## src/rtl/adc_seq_pkg.sv

```systemverilog
// Shared defaults and step classification for the A/D conversion sequencer.
// Assumes phase numbering: 0 sample, then idle steps, then one step per
// result bit (MSB first), then one latch step.
package adc_seq_pkg;
    localparam int ADC_RES_W       = 12;
    localparam int ADC_SEL_W       = 3;
    localparam int ADC_SETTLE_CLKS = 64;
    localparam int ADC_IDLE_CLKS   = 2;

    typedef enum logic [1:0] {
        STEP_SAMPLE,
        STEP_IDLE,
        STEP_DECIDE,
        STEP_LATCH
    } step_e;

    // Map a phase number to the kind of work done in it.
    function automatic step_e step_of(int phase, int first_bit, int latch);
        if (phase == 0)         return STEP_SAMPLE;
        if (phase < first_bit)  return STEP_IDLE;
        if (phase < latch)      return STEP_DECIDE;
        return STEP_LATCH;
    endfunction
endpackage

```

## src/rtl/adc_clk_gen.sv

```systemverilog
// Conversion clock enable generator.
// Produces a one-cycle pulse every 2^div_sel system clocks from a free-running
// counter; the all-ones code and power-off give no pulse at all.
// Assumes the counter is wide enough for the largest ratio (2^(2^SEL_W-2)).
module adc_clk_gen #(
    parameter int SEL_W = 3
) (
    input  logic             clk,
    input  logic             rst_n,
    input  logic             pwr_off,
    input  logic [SEL_W-1:0] div_sel,
    output logic             conv_tick
);
    localparam int CNT_W = (1 << SEL_W) - 2;
    localparam logic [SEL_W-1:0] SEL_NONE = '1;

    logic [CNT_W-1:0] div_cnt;
    logic [CNT_W:0]   span;
    logic [CNT_W-1:0] div_mask;

    // Free-running prescale counter, parked at zero while powered down.
    always_ff @(posedge clk) begin
        if (!rst_n || pwr_off) div_cnt <= '0;
        else                   div_cnt <= div_cnt + 1'b1;
    end

    // Low-bit mask for the selected ratio and the resulting enable pulse.
    always_comb begin
        span      = (CNT_W + 1)'(1) << div_sel;
        div_mask  = CNT_W'(span - 1'b1);
        conv_tick = !pwr_off && (div_sel != SEL_NONE) &&
                    ((div_cnt & div_mask) == div_mask);
    end

    // At divide-by-2 with a steady code, pulses never come back to back.
    p_half_rate_r5: assert property (@(posedge clk) disable iff (!rst_n)
        (conv_tick && div_sel == SEL_W'(1) && $stable(div_sel) && !$past(pwr_off))
        |-> !$past(conv_tick));
endmodule

```

## src/rtl/adc_settle.sv

```systemverilog
// Power-up settling timer.
// Counts conversion clock pulses after power-on and reports ready once the
// required count is reached; power-off restarts it.
module adc_settle #(
    parameter int SETTLE_CLKS = 64
) (
    input  logic clk,
    input  logic rst_n,
    input  logic pwr_off,
    input  logic conv_tick,
    output logic ready
);
    localparam int CW = $clog2(SETTLE_CLKS + 1);
    localparam logic [CW-1:0] FULL = CW'(SETTLE_CLKS);

    logic [CW-1:0] settle_cnt;

    // Saturating count of conversion clocks since the last power-on.
    always_ff @(posedge clk) begin
        if (!rst_n || pwr_off)                   settle_cnt <= '0;
        else if (conv_tick && settle_cnt != FULL) settle_cnt <= settle_cnt + 1'b1;
    end

    assign ready = (settle_cnt == FULL);

    // Ready can only appear right after a conversion clock pulse.
    p_ready_after_tick_r7: assert property (@(posedge clk) disable iff (!rst_n)
        $rose(ready) |-> $past(conv_tick));
endmodule

```

## src/rtl/adc_sar_core.sv

```systemverilog
// Successive-approximation step sequencer.
// Walks sample, idle, RES_W decision and latch steps, one per conversion clock
// pulse; abort wins over go, go restarts from the sample step.
// Assumes cmp_in is valid for the trial_code presented in the same cycle.
module adc_sar_core
    import adc_seq_pkg::*;
#(
    parameter int RES_W     = 12,
    parameter int IDLE_CLKS = 2
) (
    input  logic             clk,
    input  logic             rst_n,
    input  logic             conv_tick,
    input  logic             go,
    input  logic             abort,
    input  logic             cmp_in,
    output logic             active,
    output logic             done,
    output logic [RES_W-1:0] trial_code,
    output logic [RES_W-1:0] result
);
    localparam int FIRST_BIT = 1 + IDLE_CLKS;
    localparam int LATCH     = FIRST_BIT + RES_W;
    localparam int PH_W      = $clog2(LATCH + 1);

    logic [PH_W-1:0]  phase_q;
    logic             active_q;
    logic [RES_W-1:0] sar_q;
    logic [RES_W-1:0] result_q;
    logic [PH_W-1:0]  bit_pos;
    logic [RES_W-1:0] trial_mask;
    step_e            step;

    // Decode the current step and the bit under trial.
    always_comb begin
        step       = step_of(int'(phase_q), FIRST_BIT, LATCH);
        bit_pos    = PH_W'(LATCH - 1) - phase_q;
        trial_mask = (active_q && step == STEP_DECIDE) ? (RES_W'(1) << bit_pos) : '0;
        trial_code = sar_q | trial_mask;
        done       = active_q && conv_tick && step == STEP_LATCH && !abort && !go;
    end

    // Step sequencing, bit decisions and atomic result latch.
    always_ff @(posedge clk) begin
        if (!rst_n) begin
            phase_q  <= '0;
            active_q <= 1'b0;
            sar_q    <= '0;
            result_q <= '0;
        end else if (abort) begin
            phase_q  <= '0;
            active_q <= 1'b0;
        end else if (go) begin
            phase_q  <= '0;
            active_q <= 1'b1;
            sar_q    <= '0;
        end else if (active_q && conv_tick) begin
            if (step == STEP_DECIDE && cmp_in) sar_q <= sar_q | trial_mask;
            if (step == STEP_LATCH) begin
                result_q <= sar_q;
                active_q <= 1'b0;
                phase_q  <= '0;
            end else begin
                phase_q <= phase_q + 1'b1;
            end
        end
    end

    assign active = active_q;
    assign result = result_q;

    // Each enabled step moves the phase forward by exactly one.
    p_phase_step_r9: assert property (@(posedge clk) disable iff (!rst_n)
        (active_q && conv_tick && !abort && !go && step != STEP_LATCH)
        |=> (phase_q == $past(phase_q) + 1'b1));

    // An aborted sequence never disturbs the stored result.
    p_abort_keeps_result_r10: assert property (@(posedge clk) disable iff (!rst_n)
        abort |=> $stable(result_q));
endmodule

```

## src/rtl/adc_seq_ctrl.sv

```systemverilog
// A/D conversion sequencing controller (top).
// Detects the start pulse, gates acceptance on power, settling and a valid
// divide code, drives the busy and completion flags, and wires the prescaler,
// settling timer and SAR sequencer together.
// Assumes all control inputs are synchronous to clk.
module adc_seq_ctrl
    import adc_seq_pkg::*;
#(
    parameter int RES_W       = ADC_RES_W,
    parameter int SEL_W       = ADC_SEL_W,
    parameter int SETTLE_CLKS = ADC_SETTLE_CLKS,
    parameter int IDLE_CLKS   = ADC_IDLE_CLKS
) (
    input  logic             clk,
    input  logic             rst_n,
    input  logic             start_bit,
    input  logic             pwr_off,
    input  logic             ref_sel,
    input  logic [SEL_W-1:0] clk_div,
    input  logic             irq_en,
    input  logic             irq_clr,
    input  logic             cmp_in,
    output logic             busy,
    output logic             irq_flag,
    output logic             irq,
    output logic             conv_ce,
    output logic             vref_ext,
    output logic [RES_W-1:0] dac_code,
    output logic [RES_W-1:0] result
);
    logic start_q, irq_q;
    logic tick, ready, active, done;
    logic fall, accept, abort;

    adc_clk_gen #(.SEL_W(SEL_W)) u_clk_gen (
        .clk(clk), .rst_n(rst_n), .pwr_off(pwr_off),
        .div_sel(clk_div), .conv_tick(tick)
    );

    adc_settle #(.SETTLE_CLKS(SETTLE_CLKS)) u_settle (
        .clk(clk), .rst_n(rst_n), .pwr_off(pwr_off),
        .conv_tick(tick), .ready(ready)
    );

    adc_sar_core #(.RES_W(RES_W), .IDLE_CLKS(IDLE_CLKS)) u_core (
        .clk(clk), .rst_n(rst_n), .conv_tick(tick), .go(accept),
        .abort(abort), .cmp_in(cmp_in), .active(active), .done(done),
        .trial_code(dac_code), .result(result)
    );

    // Start pulse decode and acceptance gating.
    always_comb begin
        fall   = start_q && !start_bit;
        abort  = start_bit || pwr_off;
        accept = fall && ready && !pwr_off && (clk_div != '1);
    end

    // Previous start bit, for falling-edge detection and the held-reset flag.
    always_ff @(posedge clk) begin
        if (!rst_n) start_q <= 1'b0;
        else        start_q <= start_bit;
    end

    // Sticky completion flag; a completion beats a same-cycle clear.
    always_ff @(posedge clk) begin
        if (!rst_n)       irq_q <= 1'b0;
        else if (done)    irq_q <= 1'b1;
        else if (irq_clr) irq_q <= 1'b0;
    end

    assign busy     = start_q || active;
    assign irq_flag = irq_q;
    assign irq      = irq_q && irq_en;
    assign conv_ce  = tick;
    assign vref_ext = ref_sel;

    p_hold_busy_r2: assert property (@(posedge clk) disable iff (!rst_n)
        start_bit |=> busy);

    p_done_clears_r3: assert property (@(posedge clk) disable iff (!rst_n)
        done |=> (!busy && irq_flag));

    p_flag_sticky_r4: assert property (@(posedge clk) disable iff (!rst_n)
        (irq_flag && !irq_clr) |=> irq_flag);

    p_power_abort_r6: assert property (@(posedge clk) disable iff (!rst_n)
        (pwr_off && !start_bit) |=> !busy);

    p_reject_unsettled_r7: assert property (@(posedge clk) disable iff (!rst_n)
        (fall && !ready) |=> !busy);
endmodule

```

## config.mk

```make
export PLATFORM = sky130hd
export DESIGN_NAME = adc_seq_ctrl
export DESIGN_NICKNAME = d
export VERILOG_FILES = /design/src/rtl/adc_seq_pkg.sv /design/src/rtl/adc_clk_gen.sv /design/src/rtl/adc_settle.sv /design/src/rtl/adc_sar_core.sv /design/src/rtl/adc_seq_ctrl.sv
export SDC_FILE = /design/constraint.sdc
export NUM_CORES = 1
export LEC_CHECK = 0
export ABC_CLOCK_PERIOD_IN_PS = 1800
export BUFFER_PORTS_ARGS = -buffer_cell sky130_fd_sc_hd__buf_2
export CAP_MARGIN = 20
export CORE_UTILIZATION = 49
export CTS_CLUSTER_SIZE = 10
export DETAILED_ROUTE_END_ITERATION = 7
export PLACE_DENSITY = 0.81
export SYNTH_ARGS = -nofsm -noshare
export SYNTH_HDL_FRONTEND = slang
export SYNTH_SLANG_ARGS = --single-unit
```

## constraint.sdc

```tcl
create_clock -name clk -period 1.8 [get_ports clk]
set_input_delay 0.18 -clock clk [delete_from_list [all_inputs] [get_ports clk]]
set_output_delay 0.18 -clock clk [all_outputs]
set_load 0.03 [all_outputs]
```

==> results.cfg, run 1 <==
[outcome]
run_status = complete, but fails checks
violations = setup timing

[clock_tree]
clkLatencyLatePin_ns = 0.30
cts_tree = built
cts_buffers = 5
cts.sinks = 44
clockBufferDepth = 2
htree_levels = 2
path_clk_slew_ns = 0.08
cts_hold_buf = 0
clockRootBuffer = clkbuf_8

[yosys]
synth_area_um2 = 2140
ys_ff_latch = 44
syn_inst = 232
yosysTopAreaCell = dfxtp_1
yosysSeqAreaShare = 0.4117
synth_nets = 251
synth.area.top_cells = dfxtp_1 (41%), nand2_1 (6.3%), mux2i_1 (5.6%)
ys_types = 46
synth_flop_cell = dfxtp_1
yosys_warnings = 0
synth_top_area_frac = 0.4117
syn_area_per_cell_um2 = 9.222
async_flop_share = 0
synth_edf_count = 0

[detailed_routing]
drtIter0Drc = 162
drtPass1Iterations = 5
routed_via_density = 5.876
drtAntennaViolNets = 0
drc = 0
wire_per_inst_um = 17.35
wirelength_mm = 6.317
vias = 2139

[setup_path]
slowest_delay_ns = 0.39
end_kind = primary output
critPathKind = flip-flop to primary output
cpMostUsedCell = buf_6
crit_slowest_cell = o31a_1
worstPathMaxFanout = 7
crit_arrival_ns = 1.93
timing.critical_path.from_type = flip-flop
reg2reg_depth = 8
path_cells = ha_4 > buf_6 > nor2b_4 > o31a_1 > a31o_2 > buf_6
cp.required_ns = 1.62

[worst_hold_path]
hold_depth = 2
min_path_type = input pin to flip-flop

[place]
routabilityCongestion = 0.8470
post_dp_cell_area_um2 = 2658
portBuffers = 37
hpwl_mm = 3.563
dp_slack_ns = -0.2185

[pwr]
p_per_area_nw_per_um2 = 541.6
ir_worst_vdd_mv = 0.6328
leakage_nw = 1.318

[timing]
worstMarginPinSlew_ns = 0.3327
worst_slack_ns = -0.3071
max_clock_freq_mhz = 474.6
fin_worst_skew_ns = 0.008741
rsz0062_at_grt = true
period_needed_ns = 2.107
min_period_over_period = 1.171
finalSetupViolCount = 21
hold_viol_final = 0
slew_violations = 0
slew-limit-headroom = 0.7777

[global_route]
track_usage = 0.2646
overflow = 0
antenna_found_initial = 0
grt_pass1_wl_mm = 9.039
grt_pass1_vias = 1945
grt_max_degree = 30

[final_layout]
area.growth.synth_to_final_pct = 42.69
layout-drive-gt1-share = 0.4204
final_nets = 333
mostFrequentLayoutCell = buf_4
fin_area_um2 = 3053
mostFrequentLayoutCells = buf_4 (44), dfxtp_1 (36), nand2_1 (35)
final_util = 0.7471
antenna_cells = 0

[die]
dieArea_um2 = 4635
pin_count = 40
die_w_um = 68.08
core-area_um2 = 4086
fp-row-count = 23
initial_core_util = 0.5236
dieHeight_um = 68.08

[job]
max-cap-violations = 0
[stage by stage]
| step | hold WS [ns] | power, mW | setup TNS, ns | cells |
|---|---|---|---|---|
| after CTS | 0.1685 | 1.651 | -2.986 | 360 |
| final | 0.1840 | 1.653 | -3.632 | 364 |
| after floorplan | 0.3017 | 1.052 | 0 | 232 |
| after global routing | 0.1782 | 1.705 | -4.558 | 364 |
| after global placement | 0.3604 | 1.091 | -3.649 | 348 |
| after detailed placement | 0.3604 | 1.092 | -4.708 | 348 |
[routing by layer]
layer	share of wire	global-route usage	vias to the layer above	wire, um
li1	-	-	991	-
met1	0.41	0.3176	1033	2562
met3	0.060	0.06167	15	378
met5	0	0	-	0
met2	0.51	0.4375	100	3201
met4	0.028	0.1354	0	174
[power by group]
group          switching [mW]  total, mW  leakage [nW]  internal [mW]
Sequential            0.00357      0.975         0.360          0.972
Combinational          0.0602      0.102         0.917         0.0416
Clock                   0.313      0.576        0.0410          0.264
Total                   0.376       1.65          1.32           1.28
[worst max-delay path: cells and delay by family (launching register included)]
kind / cells / cell delay, ns
adder cells (fa/ha/maj): 1 / 0.19
AND/OR/NAND/NOR: 1 / 0.13
flip-flops: 1 / 0.37
buffers and inverters: 2 / 0.26
AO/OA/AOI/OAI: 2 / 0.68
[logic make-up (layout without fill, tap and decap cells)]
family	count (synthesis)	in the layout	synth area share
AO/OA/AOI/OAI	45	45	0.1854
XOR/XNOR	9	9	0.03684
adder cells (fa/ha/maj)	8	8	0.04679
buffers and inverters	17	99	0.03918
flip-flops	44	44	0.4117
multiplexers	12	12	0.05614
AND/OR/NAND/NOR	97	97	0.2240
[final cells by class]
class | count | area (um^2)
Inverter | 7 | 28.78
Tap cell | 50 | 62.56
Multi-Input combinational cell | 171 | 1335
Clock buffer | 6 | 72.57
Clock inverter | 1 | 5.005
Sequential cell | 44 | 898.4
Fill cell | 247 | 1033
Timing Repair Buffer | 85 | 650.6
[state kept, by name (all words and copies together), names as in the netlist]
signal,cells
u_core.result,12
u_core.sar_q,12
u_settle.settle_cnt,7
u_clk_gen.div_cnt,6
u_core.phase_q,4
irq_flag,1
start_q,1
u_core.active,1
[timing repair]
action,in CTS,in global routing
buffers inserted,6,4
setup endpoints to repair,38,40
pin swaps,18,10
gates resized for setup,48,15
[worst paths after layout]
check / to / slack [ns] / from
setup reg to reg: u_core.sar_q[11]$_SDFFE_PN0P_ / -0.12 / u_core.phase_q[1]$_SDFFE_PP0P_
hold / removal: start_q$_SDFF_PN0_ / 0.18 / start_bit
setup / recovery: dac_code[2] / -0.31 / u_core.phase_q[1]$_SDFFE_PP0P_
hold reg to reg: u_core.result[10]$_SDFFE_PN0P_ / 0.46 / u_core.result[10]$_SDFFE_PN0P_
[cells in the mapped netlist, types with 2 or more instances]
cell type	number
a21o_1	8
a21oi_1	6
a22o_1	8
a31o_2	4
a32o_1	4
and2_1	2
and3_1	4
buf_4	3
clkbuf_1	5
dfxtp_1	44
ha_1	8
inv_1	7
mux2i_1	12
nand2_1	36
nand2b_1	2
nand3_1	16
nand4_1	4
nor2_1	13
nor2b_1	6
nor3b_1	2
o21a_1	3
o311a_1	2
o31a_1	2
or3_1	2
xnor2_1	2
xor2_1	7
Note: power is estimated with default switching activity, not from simulation.
==> inputs of run 2 (changes only) <==
Settings changed: SYNTH_HIERARCHICAL from default to 1.
==> results.cfg, run 2 <==
[outcome]
run_status = complete, but fails checks
violations = setup timing

[yosys]
synth_nets = 251
synth_top_area_frac = 0.4103
synth_most_common_cell = dfxtp_1
synth.area.top_cells = dfxtp_1 (41%), nand2_1 (5.9%), ha_1 (5.2%)
synth_area_um2 = 2147
ys_types = 51
ys_ff_latch = 44
synth_flop_cell = dfxtp_1
syn_area_per_cell_um2 = 9.295
yosysTopAreaCell = dfxtp_1
synth_edf_count = 0
yosys_warnings = 6
async_flop_share = 0
yosysSeqAreaShare = 0.4103
syn_inst = 231
synth_common_cells = dfxtp_1 (44), nand2_1 (34), a21o_1 (13), nor2_1 (13), inv_1 (10)

[clock_tree]
clockBufferDepth = 2
clockRootBuffer = clkbuf_8
path_clk_slew_ns = 0.08
clkLatencyLatePin_ns = 0.30
htree_levels = 2
cts.sinks = 44
cts_buffers = 5
cts_hold_buf = 0
cts_tree = built

[pwr]
internal-power_mw = 1.479
p_sw_mw = 0.4083
combPwrFrac = 0.053
ir_worst_vdd_mv = 0.6394
p_seq_frac = 0.518
p_per_area_nw_per_um2 = 563.5
pwr-share-clk = 0.430
switching_share = 0.2164
leakage_nw = 1.589
power.total_mw = 1.887

[timing]
slew_violations = 0
finalSetupViolCount = 50
worstMarginPinSlew_ns = 0.3917
max_clock_freq_mhz = 431.2
min_period_over_period = 1.288
worst_slack_ns = -0.5192
hold_viol_final = 0
slew-limit-headroom = 0.7385
fin_worst_skew_ns = 0.006004
hold_ws_ns = 0.1148
rsz0062_at_grt = true
period_needed_ns = 2.319

[global_route]
antenna_found_initial = 0
grt_pass1_wl_mm = 9.190
grt_max_degree = 21
track_usage = 0.2681
grt_pass1_vias = 1983
overflow = 0

[detailed_routing]
wire_per_inst_um = 17.33
wirelength_mm = 6.498
drc = 0
routed_via_density = 5.659
drtAntennaViolNets = 0
vias = 2122
drtIter0Drc = 111
drtPass1Iterations = 4

[final_layout]
final_nets = 344
layout-drive-gt1-share = 0.5754
mostFrequentLayoutCell = buf_4
antenna_cells = 0
area.growth.synth_to_final_pct = 55.94
mostFrequentLayoutCells = buf_4 (44), dfxtp_1 (35), buf_2 (25)

[die]
core-area_um2 = 4115
die_w_um = 68.20
dieArea_um2 = 4651
fp-row-count = 23
dieHeight_um = 68.20
initial_core_util = 0.5217
pin_count = 40

[worst_hold_path]
min_path_type = input pin to flip-flop

[setup_path]
timing.critical_path.from_type = flip-flop
end_kind = flip-flop
crit_arrival_ns = 2.52
critPathKind = flip-flop to flip-flop
cp.required_ns = 2.00
worstPathMaxFanout = 13

[job]
max-cap-violations = 0

[place]
hpwl_mm = 3.539
routabilityCongestion = 0.8455
portBuffers = 37
## run 2: cell count changes after synthesis, sizes merged, moves of 4 or more
| cell | before | now |
|---|---|---|
| a21o | 8 | 13 |
| inv | 7 | 11 |
| mux2i | 12 | 2 |
| a22o | 8 | 4 |
| nand3 | 16 | 6 |
| a32o | 4 | 8 |
| a21boi | 0 | 13 |
## run 2: repair_timing
item,in CTS,in global routing
resized for setup,72,46
endpoints found under the setup margin,45,50
pin swaps,42,30
setup buffers,7,12
gates cloned,1,0
## run 2: logic make-up (layout without fill, tap and decap cells)
group	after synthesis	count (layout)	synth area share
DFF	44	44	0.4103
adders and majority gates	9	9	0.05245
AOI/OAI and AO/OA	58	58	0.2156
and+or+nand+nor	92	92	0.2354
muxes	2	2	0.009324
buffers and inverters	18	112	0.04429
xor gates and xnor gates	8	8	0.03264
## run 2: worst max-delay path, cell delays in order (launching register included)
cell and delay [ns]:
dfxtp_2 0.33, inv_2 0.05, ha_2 0.15, or4b_4 0.49, nor3_4 0.16, nand2_1 0.08, a311oi_2 0.22, buf_4 0.19
or4_4 0.18, buf_12 0.13, inv_16 0.05, o21a_1 0.16
## run 2: worst paths after layout
check / start / endpoint / slack [ns] / cells after the start
setup / recovery: u_settle/settle_cnt[0]$_SDFFE_PP0P_ / irq_flag$_SDFFE_PN0P_ / -0.52 / 11
hold reg to reg: u_core/result[0]$_SDFFE_PN0P_ / u_core/result[0]$_SDFFE_PN0P_ / 0.46 / 2
hold / removal: start_bit / start_q$_SDFF_PN0_ / 0.11 / 2
setup reg to reg: u_settle/settle_cnt[0]$_SDFFE_PP0P_ / irq_flag$_SDFFE_PN0P_ / -0.52 / 11
## run 2: power groups by stage
stage                     Clock (mW)  Combinational [mW]  Sequential, mW
after CTS                      0.820              0.0836           0.977
after floorplan                    0              0.0437            1.00
after global placement             0              0.0789            1.00
after global routing           0.862               0.108           0.978
final                          0.810              0.0993           0.977
after detailed placement           0              0.0808            1.00
## run 2: area by class of cell
class	instances	area, um^2
sequential	44	894.6
clock inverter	2	38.79
inverter	11	60.06
timing repair buffer	93	743.2
tap	50	62.56
multi-input combinational	169	1466
clock buffer	6	82.58
fill	223	767.0
## run 2: per-layer routing
layer	vias up	wire length (um)	track usage
li1	1001	-	-
met5	-	0	0
met1	1018	2575	0.3259
met3	19	310	0.06167
met4	0	156	0.09896
met2	84	3455	0.4559
## run 2: metrics by stage
step / util / TNS, ns / instances / area, um^2 / worst slack, ns
final: 0.8136 / -16.91 / 375 / 3348 / -0.5192
after global routing: 0.8136 / -19.92 / 375 / 3348 / -0.5643
after CTS: 0.7443 / -10.54 / 363 / 3063 / -0.3837
after detailed placement: 0.6482 / -9.697 / 349 / 2668 / -0.3884
after global placement: 0.6482 / -8.162 / 349 / 2668 / -0.3329
after floorplan: - / -14.34 / 231 / 2190 / -0.6034
==> inputs of run 3 (changes only) <==
==> constraint.sdc (replaced) <==
create_clock -name clk -period 1.8 [get_ports clk]
set_input_delay 0.18 -clock clk [delete_from_list [all_inputs] [get_ports clk]]
set_output_delay 0.18 -clock clk [all_outputs]
set_load 0.01 [all_outputs]
==> results.cfg, run 3 (synthesis results as in run 2) <==
[outcome]
run_status = complete, but fails checks
violations = setup timing

[clock_tree]
clkLatencyLatePin_ns = 0.30
cts.sinks = 44
cts_buffers = 5
path_clk_slew_ns = 0.09
clockBufferDepth = 2
cts_tree = built
htree_levels = 2
clockRootBuffer = clkbuf_8
cts_hold_buf = 0

[die]
dieHeight_um = 68.20
fp-row-count = 23
core-area_um2 = 4115
pin_count = 40
die_w_um = 68.20
initial_core_util = 0.5217
dieArea_um2 = 4651

[final_layout]
area.growth.synth_to_final_pct = 35.96
mostFrequentLayoutCell = buf_4
antenna_cells = 0
final_util = 0.7093
layout-drive-gt1-share = 0.4502
mostFrequentLayoutCells = buf_4 (37), buf_2 (36), dfxtp_1 (36)
final_nets = 330
nFillCells = 299

[setup_path]
crit_arrival_ns = 2.43
worstPathMaxFanout = 8
timing.critical_path.from_type = flip-flop
end_kind = flip-flop
cp.required_ns = 2.05
critPathKind = flip-flop to flip-flop

[pwr]
ir_worst_vdd_mv = 0.4404
leakage_nw = 1.387
p_per_area_nw_per_um2 = 636.1
power.total_mw = 1.857

[place]
routabilityCongestion = 0.8015
portBuffers = 37
hpwl_mm = 3.558

[worst_hold_path]
min_path_type = input pin to flip-flop

[timing]
fin_tns_setup_ns = -12.54
worstMarginPinSlew_ns = 0.3665
fin_worst_skew_ns = 0.005810
max_clock_freq_mhz = 457.4
worst_slack_ns = -0.3865
slew_violations = 0
hold_viol_final = 0
min_period_over_period = 1.215
slew-limit-headroom = 0.7554
finalSetupViolCount = 49
rsz0062_at_grt = true
period_needed_ns = 2.186

[detailed_routing]
drtAntennaViolNets = 0
drtPass1Iterations = 4
wirelength_mm = 5.251
vias = 1945
wire_per_inst_um = 14.55
drc = 0
drtIter0Drc = 58
routed_via_density = 5.388

[global_route]
antenna_found_initial = 0
grt_max_degree = 19
overflow = 0
track_usage = 0.2420
grt_pass1_vias = 1874
grt_pass1_wl_mm = 8.176

[job]
max-cap-violations = 0
==> run 3: where the power goes <==
group | leakage [nW] | switching [mW] | internal [mW] | total (mW)
Sequential | 0.359 | 0.00227 | 0.976 | 0.979
Combinational | 0.974 | 0.0460 | 0.0436 | 0.0896
Clock | 0.0548 | 0.370 | 0.418 | 0.788
==> run 3: routing by layer <==
layer / part of all wire / wire, um / global-route usage
met5: 0 / 0 / 0
met4: 0.029 / 153 / 0.1198
met3: 0.045 / 238 / 0.05833
met2: 0.51 / 2680 / 0.4265
met1: 0.41 / 2179 / 0.2683
==> run 3: worst max-delay path, stage by stage (launching register included) <==
cell	delay (ns)
dfxtp_2	0.34
nand4_1	0.14
a31o_1	0.25
a221oi_4	0.30
nand2_2	0.11
or4_4	0.47
nor3_4	0.30
a32o_2	0.24
==> run 3: worst paths after layout <==
check	depth (start not counted)	start	slack (ns)	end
max reg2reg	7	u_clk_gen/div_cnt[1]$_SDFF_PP0_	-0.39	u_core/sar_q[1]$_SDFFE_PN0P_
min	2	start_bit	0.11	start_q$_SDFF_PN0_
max	7	u_clk_gen/div_cnt[1]$_SDFF_PP0_	-0.39	u_core/sar_q[1]$_SDFFE_PN0P_
min reg2reg	2	u_core/result[7]$_SDFFE_PN0P_	0.45	u_core/result[7]$_SDFFE_PN0P_
==> run 3: final cells by class <==
type | instances | area (um^2) | share of cell area
multi-input cells | 169 | 1267 | 0.4342
flip-flops and latches | 44 | 890.9 | 0.3052
clock buffers | 5 | 68.82 | 0.02357
clock inverters | 3 | 46.29 | 0.01586
well taps | 50 | 62.56 | 0.02143
inverters | 11 | 48.80 | 0.01672
repair buffers | 79 | 534.3 | 0.1830
==> run 3: timing repair <==
action / in CTS / in global routing
gates resized for setup: 25 / 10
buffers inserted: 6 / 6
endpoints found under the setup margin: 45 / 50
pin swaps: 11 / 5
==> run 3: per-stage QoR <==
stage          hold WS (ns)  setup WS (ns)  std cells  cell area (um^2)
2_1_floorplan        0.2975        -0.4346        231              2182
3_3_place_gp         0.3602        -0.3263        344              2626
3_5_place_dp         0.3602        -0.3943        344              2626
4_1_cts              0.1148        -0.3472        357              2859
5_1_grt             0.09827        -0.4845        361              2919
6_report             0.1073        -0.3865        361              2919
